===== config.mk =====
export PLATFORM = sky130hd
export DESIGN_NAME = wpost_buf
export DESIGN_NICKNAME = d
export VERILOG_FILES = /design/src/rtl/wpost_pkg.sv /design/src/rtl/wpost_slots.sv /design/src/rtl/wpost_store.sv /design/src/rtl/wpost_burst_ctl.sv /design/src/rtl/wpost_buf.sv
export SDC_FILE = /design/constraint.sdc
export NUM_CORES = 1
export LEC_CHECK = 0
export BUFFER_PORTS_ARGS = -buffer_cell sky130_fd_sc_hd__buf_2
export CAP_MARGIN = 20
export CORE_MARGIN = 2
export CORE_UTILIZATION = 64
export CTS_CLUSTER_SIZE = 40
export DETAILED_ROUTE_END_ITERATION = 8
export GPL_ROUTABILITY_DRIVEN = 0
export GPL_TIMING_DRIVEN = 0
export PLACE_DENSITY_LB_ADDON = 0.05
export SLEW_MARGIN = 20
export SYNTH_ARGS = -nofsm -noshare
export SYNTH_HDL_FRONTEND = slang
export SYNTH_SLANG_ARGS = --single-unit

===== constraint.sdc =====
create_clock -name clk -period 6.8 [get_ports clk]
set_input_delay 0.68 -clock clk [delete_from_list [all_inputs] [get_ports clk]]
set_output_delay 0.68 -clock clk [all_outputs]
set_load 0.03 [all_outputs]

===== src/rtl/wpost_pkg.sv =====
package wpost_pkg;

   typedef enum logic [0:0] {
      PH_IDLE  = 1'b0,
      PH_BURST = 1'b1
   } burst_ph_e;

   function automatic bit is_pow2(input int v);
      return (v > 0) && ((v & (v - 1)) == 0);
   endfunction

endpackage


===== src/rtl/wpost_slots.sv =====
module wpost_slots #(
   parameter int DEPTH = 4,
   localparam int PTR_W = $clog2(DEPTH),
   localparam int CNT_W = $clog2(DEPTH + 1)
) (
   input  logic             clk,
   input  logic             rst_n,
   input  logic             push,
   input  logic             out_ready,
   output logic [PTR_W-1:0] wr_ptr,
   output logic [PTR_W-1:0] rd_ptr,
   output logic [CNT_W-1:0] occ,
   output logic             out_valid
);

   logic [DEPTH-1:0] valid_q;
   logic             pop;

   assign out_valid = valid_q[rd_ptr];
   assign pop       = out_valid && out_ready;

   always_ff @(posedge clk) begin
      if (!rst_n) begin
         valid_q <= '0;
         wr_ptr  <= '0;
         rd_ptr  <= '0;
         occ     <= '0;
      end else begin
         if (push) begin
            valid_q[wr_ptr] <= 1'b1;
            wr_ptr          <= wr_ptr + PTR_W'(1);
         end
         if (pop) begin
            valid_q[rd_ptr] <= 1'b0;
            rd_ptr          <= rd_ptr + PTR_W'(1);
         end
         occ <= occ + CNT_W'(push) - CNT_W'(pop);
      end
   end

   // a commit never lands on a slot still holding an undrained entry
   p_no_overflow_r1: assert property (@(posedge clk) disable iff (!rst_n)
      push |-> !valid_q[wr_ptr]);

   // occupancy counter agrees with the per-slot valid bits
   p_occ_track_r1: assert property (@(posedge clk) disable iff (!rst_n)
      $countones(valid_q) == int'(occ));

endmodule


===== src/rtl/wpost_store.sv =====
module wpost_store #(
   parameter int DEPTH      = 4,
   parameter int LINE_W     = 27,
   parameter int DATA_W     = 32,
   parameter int LINE_WORDS = 8,
   localparam int PTR_W  = $clog2(DEPTH),
   localparam int BE_W   = DATA_W / 8,
   localparam int WIDX_W = $clog2(LINE_WORDS)
) (
   input  logic                         clk,
   input  logic                         rst_n,
   input  logic                         wr_en,
   input  logic [PTR_W-1:0]             wr_ptr,
   input  logic                         wr_first,
   input  logic [WIDX_W-1:0]            wr_widx,
   input  logic [LINE_W-1:0]            wr_line,
   input  logic [DATA_W-1:0]            wr_data,
   input  logic [BE_W-1:0]              wr_be,
   input  logic [PTR_W-1:0]             rd_ptr,
   output logic [LINE_W-1:0]            rd_line,
   output logic [LINE_WORDS*DATA_W-1:0] rd_data,
   output logic [LINE_WORDS*BE_W-1:0]   rd_be
);

   logic [LINE_W-1:0]                      line_a [DEPTH];
   logic [LINE_WORDS-1:0][DATA_W-1:0]      dat_a  [DEPTH];
   logic [LINE_WORDS-1:0][BE_W-1:0]        be_a   [DEPTH];

   for (genvar s = 0; s < DEPTH; s++) begin : g_slot
      logic                              hit;
      logic [LINE_W-1:0]                 line_q;
      logic [LINE_WORDS-1:0][DATA_W-1:0] dat_q;
      logic [LINE_WORDS-1:0][BE_W-1:0]   be_q;

      assign hit = wr_en && (wr_ptr == PTR_W'(s));

      always_ff @(posedge clk) begin
         if (hit) line_q <= wr_line;
      end

      for (genvar w = 0; w < LINE_WORDS; w++) begin : g_word
         always_ff @(posedge clk) begin
            if (hit && (wr_widx == WIDX_W'(w))) dat_q[w] <= wr_data;
         end

         always_ff @(posedge clk) begin
            if (!rst_n) begin
               be_q[w] <= '0;
            end else if (hit) begin
               if (wr_widx == WIDX_W'(w)) be_q[w] <= wr_be;
               else if (wr_first)         be_q[w] <= '0;
            end
         end
      end

      assign line_a[s] = line_q;
      assign dat_a[s]  = dat_q;
      assign be_a[s]   = be_q;
   end

   assign rd_line = line_a[rd_ptr];
   assign rd_data = dat_a[rd_ptr];
   assign rd_be   = be_a[rd_ptr];

endmodule


===== src/rtl/wpost_burst_ctl.sv =====
module wpost_burst_ctl
   import wpost_pkg::*;
#(
   parameter int ADDR_W     = 32,
   parameter int DATA_W     = 32,
   parameter int LINE_WORDS = 8,
   parameter int DEPTH      = 4,
   localparam int BE_W   = DATA_W / 8,
   localparam int BSH    = $clog2(BE_W),
   localparam int WIDX_W = $clog2(LINE_WORDS),
   localparam int OFS_W  = BSH + WIDX_W,
   localparam int LINE_W = ADDR_W - OFS_W,
   localparam int CNT_W  = $clog2(DEPTH + 1),
   localparam int BEAT_W = $clog2(2 * LINE_WORDS + 1)
) (
   input  logic              clk,
   input  logic              rst_n,
   input  logic              in_valid,
   input  logic [ADDR_W-1:0] in_addr,
   input  logic              in_last,
   input  logic [CNT_W-1:0]  occ,
   output logic              in_retry,
   output logic              in_disc,
   output logic              wr_en,
   output logic              wr_first,
   output logic [WIDX_W-1:0] wr_widx,
   output logic [LINE_W-1:0] wr_line,
   output logic              push
);

   burst_ph_e         ph_q;
   logic [LINE_W-1:0] line_q;
   logic [WIDX_W-1:0] widx_q;

   logic              in_burst;
   logic [LINE_W-1:0] ph_line;
   logic [WIDX_W-1:0] ph_widx;
   logic              accept, line_end, room2, done;

   assign in_burst = (ph_q == PH_BURST);
   assign ph_line  = in_burst ? line_q : in_addr[ADDR_W-1:OFS_W];
   assign ph_widx  = in_burst ? widx_q : in_addr[OFS_W-1:BSH];

   assign in_retry = in_valid && !in_burst && (occ == CNT_W'(DEPTH));
   assign accept   = in_valid && !in_retry;
   assign line_end = (ph_widx == WIDX_W'(LINE_WORDS - 1));
   assign room2    = (occ <= CNT_W'(DEPTH - 2));
   // second line of an aligned pair, or no room to open another entry
   assign in_disc  = accept && line_end && (ph_line[0] || !room2);
   assign done     = accept && (in_last || in_disc);

   assign wr_en    = accept;
   assign wr_first = !in_burst || (widx_q == '0);
   assign wr_widx  = ph_widx;
   assign wr_line  = ph_line;
   assign push     = accept && (done || line_end);

   always_ff @(posedge clk) begin
      if (!rst_n) begin
         ph_q   <= PH_IDLE;
         line_q <= '0;
         widx_q <= '0;
      end else if (accept) begin
         ph_q <= done ? PH_IDLE : PH_BURST;
         if (line_end) begin
            line_q <= ph_line + LINE_W'(1);
            widx_q <= '0;
         end else begin
            line_q <= ph_line;
            widx_q <= ph_widx + WIDX_W'(1);
         end
      end
   end

   // beat counter kept for checking the burst limit only
   logic [BEAT_W-1:0] beats_q;
   always_ff @(posedge clk) begin
      if (!rst_n)      beats_q <= '0;
      else if (accept) beats_q <= in_burst ? beats_q + BEAT_W'(1) : BEAT_W'(1);
   end

   // an open burst has always taken fewer than two full lines
   p_beat_limit_r3: assert property (@(posedge clk) disable iff (!rst_n)
      in_burst |-> (beats_q < BEAT_W'(2 * LINE_WORDS)));

   // a disconnected phase leaves the controller idle
   p_disc_ends_r4: assert property (@(posedge clk) disable iff (!rst_n)
      in_disc |=> !in_burst);

   // a line crossing only happens with an entry left for the next line
   p_cross_room_r7: assert property (@(posedge clk) disable iff (!rst_n)
      (accept && line_end && !done) |-> room2);

endmodule


===== src/rtl/wpost_buf.sv =====
module wpost_buf
   import wpost_pkg::*;
#(
   parameter int ADDR_W     = 32,
   parameter int DATA_W     = 32,
   parameter int LINE_WORDS = 8,
   parameter int DEPTH      = 4,
   localparam int BE_W   = DATA_W / 8,
   localparam int WIDX_W = $clog2(LINE_WORDS),
   localparam int OFS_W  = $clog2(BE_W) + WIDX_W,
   localparam int LINE_W = ADDR_W - OFS_W,
   localparam int PTR_W  = $clog2(DEPTH),
   localparam int CNT_W  = $clog2(DEPTH + 1)
) (
   input  logic                         clk,
   input  logic                         rst_n,
   input  logic                         in_valid,
   input  logic [ADDR_W-1:0]            in_addr,
   input  logic [DATA_W-1:0]            in_data,
   input  logic [BE_W-1:0]              in_be,
   input  logic                         in_last,
   output logic                         in_retry,
   output logic                         in_disc,
   output logic                         out_valid,
   input  logic                         out_ready,
   output logic [ADDR_W-1:0]            out_addr,
   output logic [LINE_WORDS*DATA_W-1:0] out_data,
   output logic [LINE_WORDS*BE_W-1:0]   out_be
);

   initial begin : elab_checks
      assert (is_pow2(DEPTH) && DEPTH >= 2) else $fatal(1, "DEPTH must be a power of two, at least 2");
      assert (is_pow2(LINE_WORDS) && LINE_WORDS >= 2) else $fatal(1, "LINE_WORDS must be a power of two, at least 2");
      assert (DATA_W >= 8 && is_pow2(DATA_W / 8) && DATA_W % 8 == 0) else $fatal(1, "DATA_W must be a power-of-two byte count");
      assert (ADDR_W > OFS_W + 1) else $fatal(1, "ADDR_W too narrow for the line size");
   end

   logic              wr_en, wr_first, push;
   logic [WIDX_W-1:0] wr_widx;
   logic [LINE_W-1:0] wr_line, rd_line;
   logic [PTR_W-1:0]  wr_ptr, rd_ptr;
   logic [CNT_W-1:0]  occ;

   wpost_burst_ctl #(
      .ADDR_W(ADDR_W), .DATA_W(DATA_W), .LINE_WORDS(LINE_WORDS), .DEPTH(DEPTH)
   ) u_ctl (
      .clk(clk), .rst_n(rst_n), .in_valid(in_valid), .in_addr(in_addr),
      .in_last(in_last), .occ(occ), .in_retry(in_retry), .in_disc(in_disc),
      .wr_en(wr_en), .wr_first(wr_first), .wr_widx(wr_widx),
      .wr_line(wr_line), .push(push)
   );

   wpost_slots #(.DEPTH(DEPTH)) u_slots (
      .clk(clk), .rst_n(rst_n), .push(push), .out_ready(out_ready),
      .wr_ptr(wr_ptr), .rd_ptr(rd_ptr), .occ(occ), .out_valid(out_valid)
   );

   wpost_store #(
      .DEPTH(DEPTH), .LINE_W(LINE_W), .DATA_W(DATA_W), .LINE_WORDS(LINE_WORDS)
   ) u_store (
      .clk(clk), .rst_n(rst_n), .wr_en(wr_en), .wr_ptr(wr_ptr),
      .wr_first(wr_first), .wr_widx(wr_widx), .wr_line(wr_line),
      .wr_data(in_data), .wr_be(in_be), .rd_ptr(rd_ptr),
      .rd_line(rd_line), .rd_data(out_data), .rd_be(out_be)
   );

   assign out_addr = {rd_line, {OFS_W{1'b0}}};

   // a presented entry holds until the handshake
   p_hold_r9: assert property (@(posedge clk) disable iff (!rst_n)
      (out_valid && !out_ready) |=> (out_valid && $stable(out_addr) && $stable(out_be)));

   // retry is only given when every entry is committed
   p_retry_full_r6: assert property (@(posedge clk) disable iff (!rst_n)
      in_retry |-> (occ == CNT_W'(DEPTH)));

   // no target response without a data phase
   p_quiet_r11: assert property (@(posedge clk) disable iff (!rst_n)
      !in_valid |-> (!in_retry && !in_disc));

endmodule


==> flow_summary.ini, run 1 <==
[outcome]
status = finished clean

[floorplan]
die_w_um = 281.2
coreArea_mm2 = 0.07595
die_area_mm2 = 0.07905
io_pins = 396
start_util = 0.6473
die_h_um = 281.2
placementRows = 101

[power]
power.total_uw = 17890
powerDensity_mw_per_mm2 = 311.7
leakage_uw = 0.01879
peakVddDrop_mv = 0.2207

[cts]
cts-buffers-inserted = 131
ctsResizeCount = 0
cts-htree-levels = 4
cts_root_buf = clkbuf_16
postCtsHoldBufs = 0
cts.sink_count = 1302
clockBufferDepth = 3
cts_tree = done
post-cts-setup-buffers = 0
clkTransAtPathRegs_ns = 0.06
clock_latency_ns = 0.73

[timing]
slew_viol_final = 0
period_minus_slack_ns = 4.459
setup_viol = 0
skew_ns = 0.02592
hold_violations = 0
rsz0062_at_grt = no
fin_crit_sh = 0.6558
postLayoutSetupSlackWorst_ns = 2.341
fin_tns_setup_ns = 0
maxSlewHeadroom = 0.2259
tightest_slew_ns = 1.161
fmax_ghz = 0.2243

[grt]
grt_usage = 0.3279
grt_use_met2 = 0.5274
globalRouteMet3Util = 0.07407
grt_max_degree = 37
met1_usage = 0.4425
grt_pass1_wl_mm = 183.2
gr-total-overflow = 0
antenna_found_initial = 8
grt_pass1_vias = 27260
busiest_layer = met2

[worst_setup_path]
required_ns = 6.12
start_kind = flip-flop
end_kind = primary output
cp_max_fo = 10
critPathKind = reg -> out
arrival_ns = 3.78

[synth]
synth.distinct_cells = 61
netlist.area_leader.share = 0.6915
ys_async_sr_fraction = 0
synthFlopType = edfxtp_1
syn-cell-area_mm2 = 0.04916
yosys_warnings = 0
ys_seq_area_frac = 0.7607
synth.area.top_cells = edfxtp_1 69%, mux4_2 14%, dfxtp_1 6.9%, a22oi_1 2.0%, nor2_1 1.3%
yosys.area.top_type = edfxtp_1
ys_ff_latch = 1302
synth_edf_count = 1132
netlist_instances = 2407
synth_common_cells = 1132 x edfxtp_1, 316 x mux4_2, 170 x dfxtp_1, 169 x nor2_1, 128 x a22oi_1
yosysMostFrequentCell = edfxtp_1
postSynthAreaPerCell_um2 = 20.42

[final_layout]
area_growth_pct = 16.77
final_layout_size_suffix_gt1_frac = 0.3353
final_area_mm2 = 0.05741
fin_util = 0.7559
num-nets-final = 3056

[routing]
antenna_left = 0
drt-vias-per-instance = 6.614
vias = 27129
drt_first_iter_violations = 3660
routed_wl_mm = 127.5
detail_route.wl_per_cell_um = 31.08
drc = 0
drt-pass1-iter-count = 6

[placed_design]
port_buffers = 388
place_ws_ns = 2.733
placed_area_mm2 = 0.05337
dp_hpwl_mm = 79.15

[flow_run]
max_cap_violations = 0

[hold_path]
hold_class = in -> reg
==> final timing paths <==
kind | cells after the start | endpoint | slack, ns | start
min reg2reg | 2 | u_ctl.widx_q[1] | 0.49 | u_ctl.widx_q[1]
min | 2 | u_ctl.in_burst | 0.22 | in_last
max | 10 | in_disc | 2.34 | u_ctl.in_burst
max reg2reg | 15 | u_slots.occ[2] | 2.69 | u_ctl.in_burst
==> through the flow <==
stage	std cells	hold WS, ns
finish	4102	0.2245
global route	4101	0.1908
CTS	4096	0.1825
detailed placement	3861	0.4728
global placement	3829	0.4585
floorplan	2411	0.4457
==> placed cells by master, fill, tap and decap left out, drive strengths merged, types with 2 or more instances in the layout <==
cell type / instances
edfxtp: 1132
buf: 501
mux4: 316
clkbuf: 237
dfxtp: 170
nor2: 169
a22oi: 129
nand2: 70
nand3: 46
clkinv: 42
inv: 41
nand4: 26
mux2: 19
ha: 18
a21oi: 17
mux2i: 15
o21ai: 13
o211ai: 10
xnor2: 8
a211oi: 8
and3: 8
and2: 8
diode: 6
nor3: 6
nand3b: 6
a32oi: 6
conb: 5
nand2b: 4
nand4b: 4
or4: 3
o2111ai: 3
xor2: 3
o31a: 2
nor4: 2
a31oi: 2
o311ai: 2
a31o: 2
bufinv: 2
==> final cells by class <==
type / instances / area (µm²)
Antenna cell: 6 / 15.01
Sequential cell: 1302 / 37400
Fill cell: 4211 / 18540
Timing Repair Buffer: 420 / 2718
Inverter: 33 / 123.9
Clock buffer: 183 / 3672
Clock inverter: 52 / 351.6
Multi-Input combinational cell: 941 / 11220
Buffer: 135 / 624.3
Tap cell: 1030 / 1289
==> worst max-delay path, stage by stage, from the launching register on <==
cell and delay, ns:
dfxtp_1 0.46, buf_4 0.27, buf_4 0.25, buf_2 0.30, mux2i_1 0.18, inv_1 0.12, ha_1 0.22, ha_1 0.36
clkbuf_1 0.39, and3_4 0.31, buf_2 0.21
==> registers in the layout, indices dropped and copies added (netlist names) <==
name	flops
u_slots.wr_ptr	2
u_ctl.in_burst	1
u_ctl.widx_q	3
u_slots.rd_ptr	2
u_slots.valid_q	4
u_store.be_a	128
u_slots.occ	3
u_store.dat_a	1024
u_ctl.line_q	27
u_store.g_slot.line_q	108
==> kinds of logic (layout without fill, tap and decap cells) <==
| logic type | count (synthesis) | after routing | synth area share |
|---|---|---|---|
| DFF | 1302 | 1302 | 0.7607 |
| and+or+nand+nor | 356 | 356 | 0.03421 |
| muxes | 350 | 350 | 0.1523 |
| AOI/OAI and AO/OA | 200 | 200 | 0.03057 |
| buffers and inverters | 168 | 823 | 0.01519 |
| adders and majority gates | 19 | 19 | 0.004989 |
| xor gates and xnor gates | 11 | 11 | 0.001960 |
| other | 1 | 11 | 0.00007628 |
==> per-layer routing <==
layer / up-vias / routed length (µm) / part of all wire
met2: 1665 / 62900 / 0.49
met1: 14142 / 46790 / 0.37
met3: 292 / 12560 / 0.099
met5: - / 120 / 0.00094
met4: 6 / 5101 / 0.040
li1: 11024 / - / -
==> power by group <==
| group | leakage [µW] | switching, µW | internal, µW |
|---|---|---|---|
| clock network | 0.00197 | 2950 | 3860 |
| registers | 0.0116 | 86.7 | 8950 |
| logic | 0.00523 | 1400 | 651 |
| total | 0.0188 | 4430 | 13500 |
(Power assumes the default switching activity.)
==> inputs of run 2 (changes only) <==
Settings changed: ABC_AREA set to 1, CORE_UTILIZATION 64 to 54.
Clock period 6.8 ns to 3.8 ns, I/O delays scaled along.
==> flow_summary.ini, run 2 <==
[final_layout]
fin_cells = 5980
final_cell_mix = 1132 x edfxtp_1, 671 x o21ai_0, 662 x nor2_1, 399 x buf_2, 395 x nand2_1
largest_register_ffs = 1024
final_common_cell = edfxtp_1
final_layout_size_suffix_gt1_frac = 0.1798
final_area_mm2 = 0.05956
num-nets-final = 4711
area_growth_pct = 17.38
fill_cells = 7273

[power]
peakVddDrop_mv = 0.4455
powerDensity_mw_per_mm2 = 594.4
leakage_uw = 0.02076

[timing]
skew_ns = 0.02168
tightest_slew_ns = 1.078
hold_violations = 0
hold_slack_ns = 0.03568
setup_viol = 0
fin_crit_sh = 0.9873
fmax_ghz = 0.2665
slew_viol_final = 0
postLayoutSetupSlackWorst_ns = 0.04818
period_minus_slack_ns = 3.752
maxSlewHeadroom = 0.2812
rsz0062_at_grt = yes

[floorplan]
coreArea_mm2 = 0.09319
start_util = 0.5445
placementRows = 112
die_area_mm2 = 0.09644
io_pins = 396
die_h_um = 310.5
die_w_um = 310.5

[placed_design]
placed_area_mm2 = 0.05501
place_ws_ns = -0.05385
placed_cells = 5733
dp_hpwl_mm = 96.56
port_buffers = 384

[synth]
synth_common_cells = 1132 x edfxtp_1, 671 x o21ai_0, 666 x nor2_1, 395 x nand2_1, 315 x o22ai_1
yosysMostFrequentCell = edfxtp_1
synth.distinct_cells = 45
netlist.area_leader.share = 0.6699
synthFlopType = edfxtp_1
yosys.area.top_type = edfxtp_1
ys_seq_area_frac = 0.7370
synth.area.top_cells = edfxtp_1 67%, dfxtp_1 6.7%, o21ai_0 6.6%, nor2_1 4.9%, o22ai_1 3.9%
ys_ff_latch = 1302
synth_edf_count = 1132
netlist_instances = 4061
syn-cell-area_mm2 = 0.05074
ys_async_sr_fraction = 0
yosys_warnings = 0
postSynthAreaPerCell_um2 = 12.50

[worst_setup_path]
start_kind = flip-flop
required_ns = 3.42
arrival_ns = 3.37
end_kind = primary output
critPathKind = reg -> out
cp_max_fo = 10

[grt]
grt_pass1_vias = 33062
grt_usage = 0.3065
grt_max_degree = 37
grt_pass1_wl_mm = 216.4
gr-total-overflow = 0
antenna_found_initial = 14

[routing]
routed_wl_mm = 151.3
detail_route.wl_per_cell_um = 25.29
drt_first_iter_violations = 4055
antenna_left = 0
drt-pass1-iter-count = 5
vias = 35144
drt-vias-per-instance = 5.877
drc = 0

[cts]
clock_latency_ns = 0.74
clkTransAtPathRegs_ns = 0.06
cts-htree-levels = 4
post-cts-setup-buffers = 0
cts_tree = done
cts.sink_count = 1302
cts_root_buf = clkbuf_16
cts-buffers-inserted = 136
clockBufferDepth = 3

[hold_path]
hold_class = in -> reg

[flow_run]
max_cap_violations = 0

[outcome]
status = finished clean
[run 2: cell types whose count changed after synthesis, sizes merged, moves of 129 or more]
cell and change:
mux4 -316, o21ai +673, nand2 +366, clkbuf +175, o22ai +315, a22oi -129
nor2 +545, a21oi +148
[run 2: power breakdown]
part           leakage (µW)  internal [µW]  switching, µW
Combinational       0.00708           1510           5010
Sequential           0.0116          15900           91.0
Clock               0.00208           7530           5340
Total                0.0208          25000          10400
[run 2: kinds of logic (layout without fill, tap and decap cells)]
group | Yosys count | count (layout) | synth area share
other | 1 | 8 | 0.00007390
and+or+nand+nor | 1196 | 1197 | 0.1027
DFF | 1302 | 1302 | 0.7370
xor gates and xnor gates | 10 | 10 | 0.001726
buffers and inverters | 362 | 1019 | 0.02882
adders and majority gates | 19 | 19 | 0.004833
AOI/OAI and AO/OA | 1171 | 1171 | 0.1249
[run 2: routing by layer]
| metal | global-route usage | wire, µm | part of all wire | vias to the layer above |
|---|---|---|---|---|
| met2 | 0.4766 | 70520 | 0.47 | 1625 |
| met4 | 0.1107 | 4949 | 0.033 | 2 |
| li1 | - | - | - | 15856 |
| met3 | 0.05353 | 13320 | 0.088 | 261 |
| met1 | 0.4375 | 62460 | 0.41 | 17400 |
| met5 | 0 | 7 | 0.000046 | - |
[run 2: through the flow]
step | TNS (ns) | total power (µW) | util
2_1_floorplan | 0 | 20170 | -
3_3_place_gp | -193.96 | 22640 | 0.5821
3_5_place_dp | -1.107 | 22730 | 0.5903
4_1_cts | 0 | 35460 | 0.6379
5_1_grt | -0.004117 | 36420 | 0.6391
6_report | 0 | 35400 | 0.6392
[run 2: area by class of cell]
type,instances,area [µm²],area share
flip-flops and latches,1302,37400,0.6279
diodes,3,7.507,0.0001260
inverters,98,385.4,0.006470
plain buffers,263,1191,0.02000
clock buffers,180,3715,0.06237
repair buffers,416,2673,0.04487
well taps,1254,1569,0.02634
clock inverters,62,541.8,0.009096
multi-input cells,2402,12080,0.2029
[run 2: worst paths after layout]
kind	start	endpoint	slack, ns	depth (start not counted)
hold reg to reg	u_store.be_a[94]	u_store.be_a[94]	0.46	2
hold / removal	in_addr[10]	u_store.g_slot[3].line_q[5]	0.04	3
setup / recovery	u_slots.rd_ptr[1]	out_data[55]	0.05	6
setup reg to reg	u_ctl.in_burst	u_store.dat_a[248]	0.37	11
[run 2: critical path: stages, from the launching register on]
cell and delay [ns]:
dfxtp_1 0.39, clkbuf_2 0.41, buf_2 0.48, clkbuf_1 0.44, o21ai_0 0.17, o22ai_1 0.44, buf_2 0.30
[run 2: what timing repair did]
item | 4_1_cts | 5_1_grt
pin swaps | 1 | 0
hold endpoints to repair | 1 | 0
hold buffers | 2 | 0
resized for setup | 76 | 52
setup endpoints to repair | 361 | 88
gates cloned | 1 | 0
